## config.mk

```make
export PLATFORM = sky130hd
export DESIGN_NAME = lb_cfg_select
export DESIGN_NICKNAME = d
export VERILOG_FILES = /design/src/rtl/lb_cfg_select.sv
export SDC_FILE = /design/constraint.sdc
export NUM_CORES = 1
export LEC_CHECK = 0
export ABC_AREA = 1
export CELL_PAD_IN_SITES_DETAIL_PLACEMENT = 0
export CELL_PAD_IN_SITES_GLOBAL_PLACEMENT = 1
export CORE_MARGIN = 1.5
export CORE_UTILIZATION = 40
export CTS_BUF_LIST = sky130_fd_sc_hd__clkbuf_4 sky130_fd_sc_hd__clkbuf_8 sky130_fd_sc_hd__clkbuf_16
export CTS_CLUSTER_SIZE = 14
export DETAILED_ROUTE_END_ITERATION = 10
export PLACE_DENSITY_LB_ADDON = 0.08
export REMOVE_ABC_BUFFERS = 1
export SLEW_MARGIN = 10
export SYNTH_ARGS = -nofsm -noshare
export SYNTH_HDL_FRONTEND = slang
export SYNTH_SLANG_ARGS = --single-unit
```

## constraint.sdc

```tcl
create_clock -name clk -period 5.65 [get_ports clk]
set_clock_uncertainty 0.1 [all_clocks]
set_input_delay 1.13 -clock clk [delete_from_list [all_inputs] [get_ports clk]]
set_output_delay 1.13 -clock clk [all_outputs]
set_load 0.02 [all_outputs]
```

## src/rtl/lb_cfg_select.sv

```systemverilog
module lb_cfg_select #(
  parameter int WIDTH_W = 14,
  parameter int TAP_W   = 4,
  parameter int RATIO_W = 4
) (
  input  logic               clk,
  input  logic               rst_n,
  input  logic               start,
  input  logic               use_max,
  input  logic               is420,
  input  logic               alpha_en,
  input  logic [1:0]         bpc_code,
  input  logic [WIDTH_W-1:0] vp_w_y,
  input  logic [WIDTH_W-1:0] vp_w_c,
  input  logic [WIDTH_W-1:0] out_w,
  input  logic [TAP_W-1:0]   vtaps_y,
  input  logic [TAP_W-1:0]   vtaps_c,
  input  logic [RATIO_W-1:0] ceil_ry,
  input  logic [RATIO_W-1:0] ceil_rc,
  output logic [1:0]         cfg,
  output logic [6:0]         parts_y,
  output logic [6:0]         parts_c,
  output logic               valid,
  output logic               err
);
  // dividend holds length*12+71; WIDTH_W must be at least 8 so memory sizes fit
  localparam int DW = WIDTH_W + 5;
  localparam int CW = $clog2(DW);

  typedef enum logic [1:0] {S_IDLE, S_LOAD, S_DIV, S_EVAL} state_t;
  state_t st;

  logic [2:0]    op;
  logic [CW-1:0] cnt;
  logic [DW-1:0] quo, rem;
  logic [DW-1:0] res [0:5];

  logic [WIDTH_W-1:0] ly_min, lc_min, ly, lc;
  logic [3:0]         bpc;
  logic [DW-1:0]      dividend, divisor, trial, ylim;
  logic               ge, ok;
  logic [6:0]         py_cap, pc_cap;
  logic [1:0]         cfg_next;

  assign ly_min = (vp_w_y < out_w) ? vp_w_y : out_w;
  assign lc_min = (vp_w_c < out_w) ? vp_w_c : out_w;
  assign ly     = (ly_min == '0) ? WIDTH_W'(1) : ly_min;
  assign lc     = (lc_min == '0) ? WIDTH_W'(1) : lc_min;

  always_comb
    case (bpc_code)
      2'd0:    bpc = 4'd10;
      2'd1:    bpc = 4'd8;
      2'd2:    bpc = 4'd6;
      default: bpc = 4'd12;
    endcase

  function automatic logic [11:0] mem_words(input logic [1:0] c, input logic [1:0] plane);
    case (c)
      2'd1:    mem_words = (plane == 2'd2) ? 12'd984  : 12'd816;
      2'd2:    mem_words = (plane == 2'd2) ? 12'd1312 : 12'd1088;
      2'd3:    mem_words = (plane == 2'd0) ? 12'd3448 :
                           (plane == 2'd1) ? 12'd1904 : 12'd2752;
      default: mem_words = 12'd2752;
    endcase
  endfunction

  function automatic logic fits(input logic [TAP_W-1:0] vt, input logic [RATIO_W-1:0] r,
                                input logic [6:0] p);
    if (r > RATIO_W'(2)) fits = (16'(vt) + 16'(r) <= 16'(p) + 16'd2);
    else                 fits = (16'(vt) <= 16'(p));
  endfunction

  always_comb begin
    dividend = '0;
    divisor  = DW'(1);
    case (op)
      3'd0: begin dividend = DW'(ly) * DW'(bpc) + DW'(71); divisor = DW'(72); end
      3'd1: begin dividend = DW'(lc) * DW'(bpc) + DW'(71); divisor = DW'(72); end
      3'd2: begin dividend = DW'(ly) + DW'(5);             divisor = DW'(6);  end
      3'd3: begin dividend = DW'(mem_words(cfg, 2'd0));    divisor = res[0];  end
      3'd4: begin dividend = DW'(mem_words(cfg, 2'd1));    divisor = res[1];  end
      default: begin dividend = DW'(mem_words(cfg, 2'd2)); divisor = res[2];  end
    endcase
  end

  assign trial = {rem[DW-2:0], quo[DW-1]};
  assign ge    = trial >= divisor;

  assign ylim   = (alpha_en && res[5] < res[3]) ? res[5] : res[3];
  assign py_cap = (ylim   > DW'(64)) ? 7'd64 : ylim[6:0];
  assign pc_cap = (res[4] > DW'(64)) ? 7'd64 : res[4][6:0];
  assign ok     = fits(vtaps_y, ceil_ry, py_cap) && fits(vtaps_c, ceil_rc, pc_cap);

  always_comb
    case (cfg)
      2'd1:    cfg_next = 2'd2;
      2'd2:    cfg_next = is420 ? 2'd3 : 2'd0;
      default: cfg_next = 2'd0;
    endcase

  always_ff @(posedge clk or negedge rst_n)
    if (!rst_n) begin
      st <= S_IDLE;  op <= '0;  cnt <= '0;  quo <= '0;  rem <= '0;
      for (int i = 0; i < 6; i++) res[i] <= DW'(1);
      cfg <= '0;  parts_y <= '0;  parts_c <= '0;  valid <= 1'b0;  err <= 1'b0;
    end else begin
      case (st)
        S_IDLE:
          if (start) begin
            valid <= 1'b0;
            err   <= 1'b0;
            op    <= '0;
            cfg   <= use_max ? (is420 ? 2'd3 : 2'd0) : 2'd1;
            st    <= S_LOAD;
          end
        S_LOAD: begin
          quo <= dividend;
          rem <= '0;
          cnt <= '0;
          st  <= S_DIV;
        end
        S_DIV: begin
          quo <= {quo[DW-2:0], ge};
          rem <= ge ? trial - divisor : trial;
          cnt <= cnt + 1'b1;
          if (cnt == CW'(DW-1)) begin
            res[op] <= {quo[DW-2:0], ge};
            if (op == 3'd5) st <= S_EVAL;
            else begin
              op <= op + 3'd1;
              st <= S_LOAD;
            end
          end
        end
        default: begin
          parts_y <= py_cap;
          parts_c <= pc_cap;
          if (ok || use_max || cfg == 2'd0) begin
            valid <= 1'b1;
            err   <= !ok;
            st    <= S_IDLE;
          end else begin
            cfg <= cfg_next;
            op  <= 3'd3;
            st  <= S_LOAD;
          end
        end
      endcase
    end

  // restoring divider keeps its remainder below the divisor
  a_r4_rem_below_divisor: assert property (@(posedge clk) disable iff (!rst_n)
    (st == S_DIV) |-> (rem < divisor));
  a_r4_count_cap: assert property (@(posedge clk) disable iff (!rst_n)
    valid |-> (parts_y <= 7'd64 && parts_c <= 7'd64));
  a_r6_order_after_two: assert property (@(posedge clk) disable iff (!rst_n)
    (st == S_EVAL && !ok && !use_max && cfg == 2'd2) |=> (cfg == ($past(is420) ? 2'd3 : 2'd0)));
  a_r8_fallback_error: assert property (@(posedge clk) disable iff (!rst_n)
    (st == S_EVAL && !ok && cfg == 2'd0) |=> (valid && err));
  a_r8_err_with_valid: assert property (@(posedge clk) disable iff (!rst_n)
    err |-> valid);
  a_r9_clear_on_start: assert property (@(posedge clk) disable iff (!rst_n)
    (st == S_IDLE && start) |=> !valid);
  a_r9_hold: assert property (@(posedge clk) disable iff (!rst_n)
    (valid && !start) |=> (valid && $stable(cfg) && $stable(parts_y) && $stable(parts_c) && $stable(err)));
  a_r10_busy_start_ignored: assert property (@(posedge clk) disable iff (!rst_n)
    (st == S_DIV && start) |=> (st == S_DIV || st == S_LOAD || st == S_EVAL));
endmodule

```

==> impl_metrics.tcl <==
set metrics [dict create \
    n_antenna_cell 0 \
    dpl.cell_count 2703 \
    reg2reg_setup_slack_ns 0.69 \
    critical-path-slowest-cell "sky130_fd_sc_hd__fa_2" \
    drt-pass1-iter-count 5 \
    cp_max_fo 6 \
    ant_nets 0 \
    via_count 15200 \
    worstSetupStartpointType "input port" \
    worstHoldStart "parts_c[0]$_DFFE_PN0P_" \
    yosys-top-cells-area "sky130_fd_sc_hd__dfrtp_1 29%, sky130_fd_sc_hd__ha_1 17%, sky130_fd_sc_hd__nand2_1 12%, sky130_fd_sc_hd__inv_1 7.6%, sky130_fd_sc_hd__o21ai_0 6.9%" \
    reg2regPathDepth 21 \
    setup_viol 10 \
    die_height_um 197 \
    gp_congestion 0.893 \
    maxClockFrequency_mhz 168 \
    violations "negative setup slack" \
    hold_path_class "reg -> reg" \
    cts_hold_buffers 0 \
    syn2layout_area_growth_pct 41.5 \
    worst_hold_slack_ns 0.382 \
    timing.critical_path.to_type "register" \
    worst_path_dominant_cell_family "adder cells" \
    multi_input_area_um2 10900 \
    mappedNetlistArea_um2 15000 \
    peak_supply_drop_v 0.000234 \
    avgViaCountPerCell 5.26 \
    clkLatencyLatePin_ns 0.44 \
    core_area_um2 36800 \
    async_reset_ff_frac 1.00 \
    drv.max_cap_violation_count 0 \
    leading_register_cell_type_out_of_synthesis "sky130_fd_sc_hd__dfrtp_1" \
    grt_start_max_net_pins 87 \
    area_fraction_of_the_dominant_cell_type_after_synthesis 0.288 \
    timing.critical_path.mode_cell "sky130_fd_sc_hd__inv_2" \
    final.setup.worst_slack_ns -0.307 \
    syn_area_per_cell_um2 7.47 \
    grt_antenna_before_repair 0 \
    synth_cells 2011 \
    static-leakage-power_uw 0.0105 \
    endpoint_required_time_on_the_critical_path_ns 5.88 \
    grt.total_usage 0.254 \
    die-width_um 197 \
    io_pins 84 \
    fillers 3367 \
    grt_pass1_vias 15100 \
    final_min_period_over_clock_period 1.05 \
    hold_path_depth 2 \
    synth.ff_latch_count 179 \
    worstMarginPinSlew_ns 1.18 \
    synth_sequential_area_ratio 0.298 \
    drtIter0Drc 919 \
    min_to "parts_c[0]$_DFFE_PN0P_" \
    fp.dieArea_um2 38800 \
    r2r-start "op[0]$_DFFE_PN0P_" \
    wire_length_of_the_first_global_routing_pass_mm 78.1 \
    cts.root.buffer_cell "sky130_fd_sc_hd__clkbuf_16" \
    floorplan.initialDensity 0.409 \
    proportion_of_layout_cells_with_a_drive_suffix_above_1 0.307 \
    port_buffers 83 \
    nets 2697 \
    worst_r2r_endpoint "rem[2]$_DFFE_PN0N_" \
    synthDominantAreaCellType "sky130_fd_sc_hd__dfrtp_1" \
    synth.distinct_cells 61 \
    clock_tree.htree_level_count 4 \
    accumulated_negative_setup_slack_ns -1.54 \
    cts_made_buffers 17 \
    timing.final.crit_period_ns 5.96 \
    crit_type "in -> reg" \
    fin_cells 2882 \
    grt.overflow.total 0 \
    synth_warnings 0 \
    drt_wl_total_mm 49.7 \
    rsz0062_at_grt "yes" \
    worstPathBufferInverterCount 12 \
    cts_tree "done" \
    flip_flop_and_latch_area_um2 4490 \
    finalMaxSlewViolations 0 \
    routedWlPerCell_um 17.2 \
    clock_tree.buffer_depth 2 \
    detail_route.drc_violations 0 \
    hpwl_mm 35.2 \
    outcome "finished, violations left" \
    timing.critical_path.slowest_cell_delay_ns 0.53 \
    clk_transition_reported_paths_ns 0.07 \
    power_density_nw_per_um2 406 \
    placementRows 70 \
    post_synth_edffs 0 \
    final_hold_viol_count 0 \
    finalCoreUtilization 0.578 \
    cts.sinks 179 \
    worst_slew_margin_rel 0.212 \
    worst-endpoint-arrival_ns 6.18 \
]
## registers in the layout, summed over array words and instances, names as in the netlist
signal   count
err          1
op           3
rem         18
valid        1
cfg          2
parts_y      7
cnt          5
res        114
quo         19
st           2
parts_c      7
## worst min-delay path: stages, from the launching register on
cell and delay, ns:
sky130_fd_sc_hd__dfrtp_1 0.34, sky130_fd_sc_hd__nand2_1 0.05, sky130_fd_sc_hd__nand2_1 0.06
## layer usage
layer | up-vias | part of all wire | GRT usage
met5 | - | 0 | 0
met4 | 0 | 0.037 | 0.102
met3 | 119 | 0.030 | 0.0252
met2 | 342 | 0.51 | 0.459
met1 | 7266 | 0.43 | 0.309
li1 | 7436 | - | -
## cell usage after synthesis (7+ instances only)
library cell               count
sky130_fd_sc_hd__inv_1       305
sky130_fd_sc_hd__dfrtp_1     173
sky130_fd_sc_hd__ha_1        199
sky130_fd_sc_hd__nand3_1      62
sky130_fd_sc_hd__a21oi_1     121
sky130_fd_sc_hd__o221ai_1      8
sky130_fd_sc_hd__clkbuf_1     55
sky130_fd_sc_hd__o31ai_1       8
sky130_fd_sc_hd__xnor2_1       8
sky130_fd_sc_hd__xor2_1       16
sky130_fd_sc_hd__a221o_1      15
sky130_fd_sc_hd__nand2_2      18
sky130_fd_sc_hd__nor2_1      107
sky130_fd_sc_hd__o21ai_0     207
sky130_fd_sc_hd__nand2_1     496
sky130_fd_sc_hd__fa_1         31
sky130_fd_sc_hd__o22ai_1      16
sky130_fd_sc_hd__nor4_1        7
sky130_fd_sc_hd__o21ai_1      10
sky130_fd_sc_hd__nor3_1       22
sky130_fd_sc_hd__nand4_1      32
## how the worst max path moves through the flow
| stage | start | end | slack [ns] | cells after the start |
|---|---|---|---|---|
| CTS | out_w[9] | quo[13]$_DFFE_PN0N_ | -0.32 | 41 |
| finish | out_w[13] | quo[11]$_DFFE_PN0N_ | -0.31 | 37 |
| detailed placement | out_w[11] | quo[13]$_DFFE_PN0N_ | -1.62 | 39 |
| global placement | out_w[11] | quo[13]$_DFFE_PN0N_ | -1.52 | 39 |
| global route | out_w[13] | quo[11]$_DFFE_PN0N_ | -0.50 | 37 |
| floorplan | out_w[7] | quo[13]$_DFFE_PN0N_ | -0.75 | 37 |
## metrics by stage
| stage | area (um^2) | total power [uW] | setup WS (ns) |
|---|---|---|---|
| 3_3_place_gp | 17700 | 6400 | -1.52 |
| 3_5_place_dp | 17700 | 6410 | -1.62 |
| 6_report | 21300 | 8640 | -0.307 |
| 2_1_floorplan | 14800 | 4510 | -0.754 |
| 4_1_cts | 20300 | 8000 | -0.316 |
| 5_1_grt | 21300 | 9320 | -0.502 |
## cell type report
cell class | count | share of cell area
timing repair buffer | 431 | 0.167
sequential | 179 | 0.211
tap | 468 | 0.0275
clock inverter | 14 | 0.00571
clock buffer | 18 | 0.0206
multi-input combinational | 1460 | 0.512
inverter | 312 | 0.0563
## layout by cell type (no fill, tap or decap), drive strengths merged, types with 9 or more instances in the layout
master,Yosys,routed
a21oi,124,124
clkbuf,55,22
nor3,26,26
nor2,115,115
nand2,518,518
o22ai,16,16
dfrtp,173,173
o21ai,222,222
o221ai,9,9
nand4,34,34
buf,5,375
ha,199,199
fa,31,31
xor2,16,16
clkdlybuf4s50,0,40
a221o,15,15
nand3,63,63
inv,310,317
## kinds of logic (layout without fill, tap and decap cells)
group / count (synthesis) / after routing / synth area share
adder cells (fa/ha/maj): 230 / 230 / 0.207
XOR/XNOR: 24 / 24 / 0.0140
buffers and inverters: 372 / 775 / 0.0941
flip-flops: 179 / 179 / 0.298
AND/OR/NAND/NOR: 770 / 770 / 0.219
AO/OA/AOI/OAI: 435 / 435 / 0.167
multiplexers: 1 / 1 / 0.000749
## report_power, final
group	total (uW)	switching [uW]	leakage [uW]	internal (uW)
clock	1150	559	0.000272	590
combinational	5940	3560	0.00779	2390
sequential	1540	125	0.00244	1420
total	8640	4240	0.0105	4400
## repair_timing
action,4_1_cts,5_1_grt
pin swaps,113,128
setup endpoints to repair,15,14
buffers inserted,148,27
resized for setup,355,218
cloned,2,0
(Power assumes the default switching activity.)
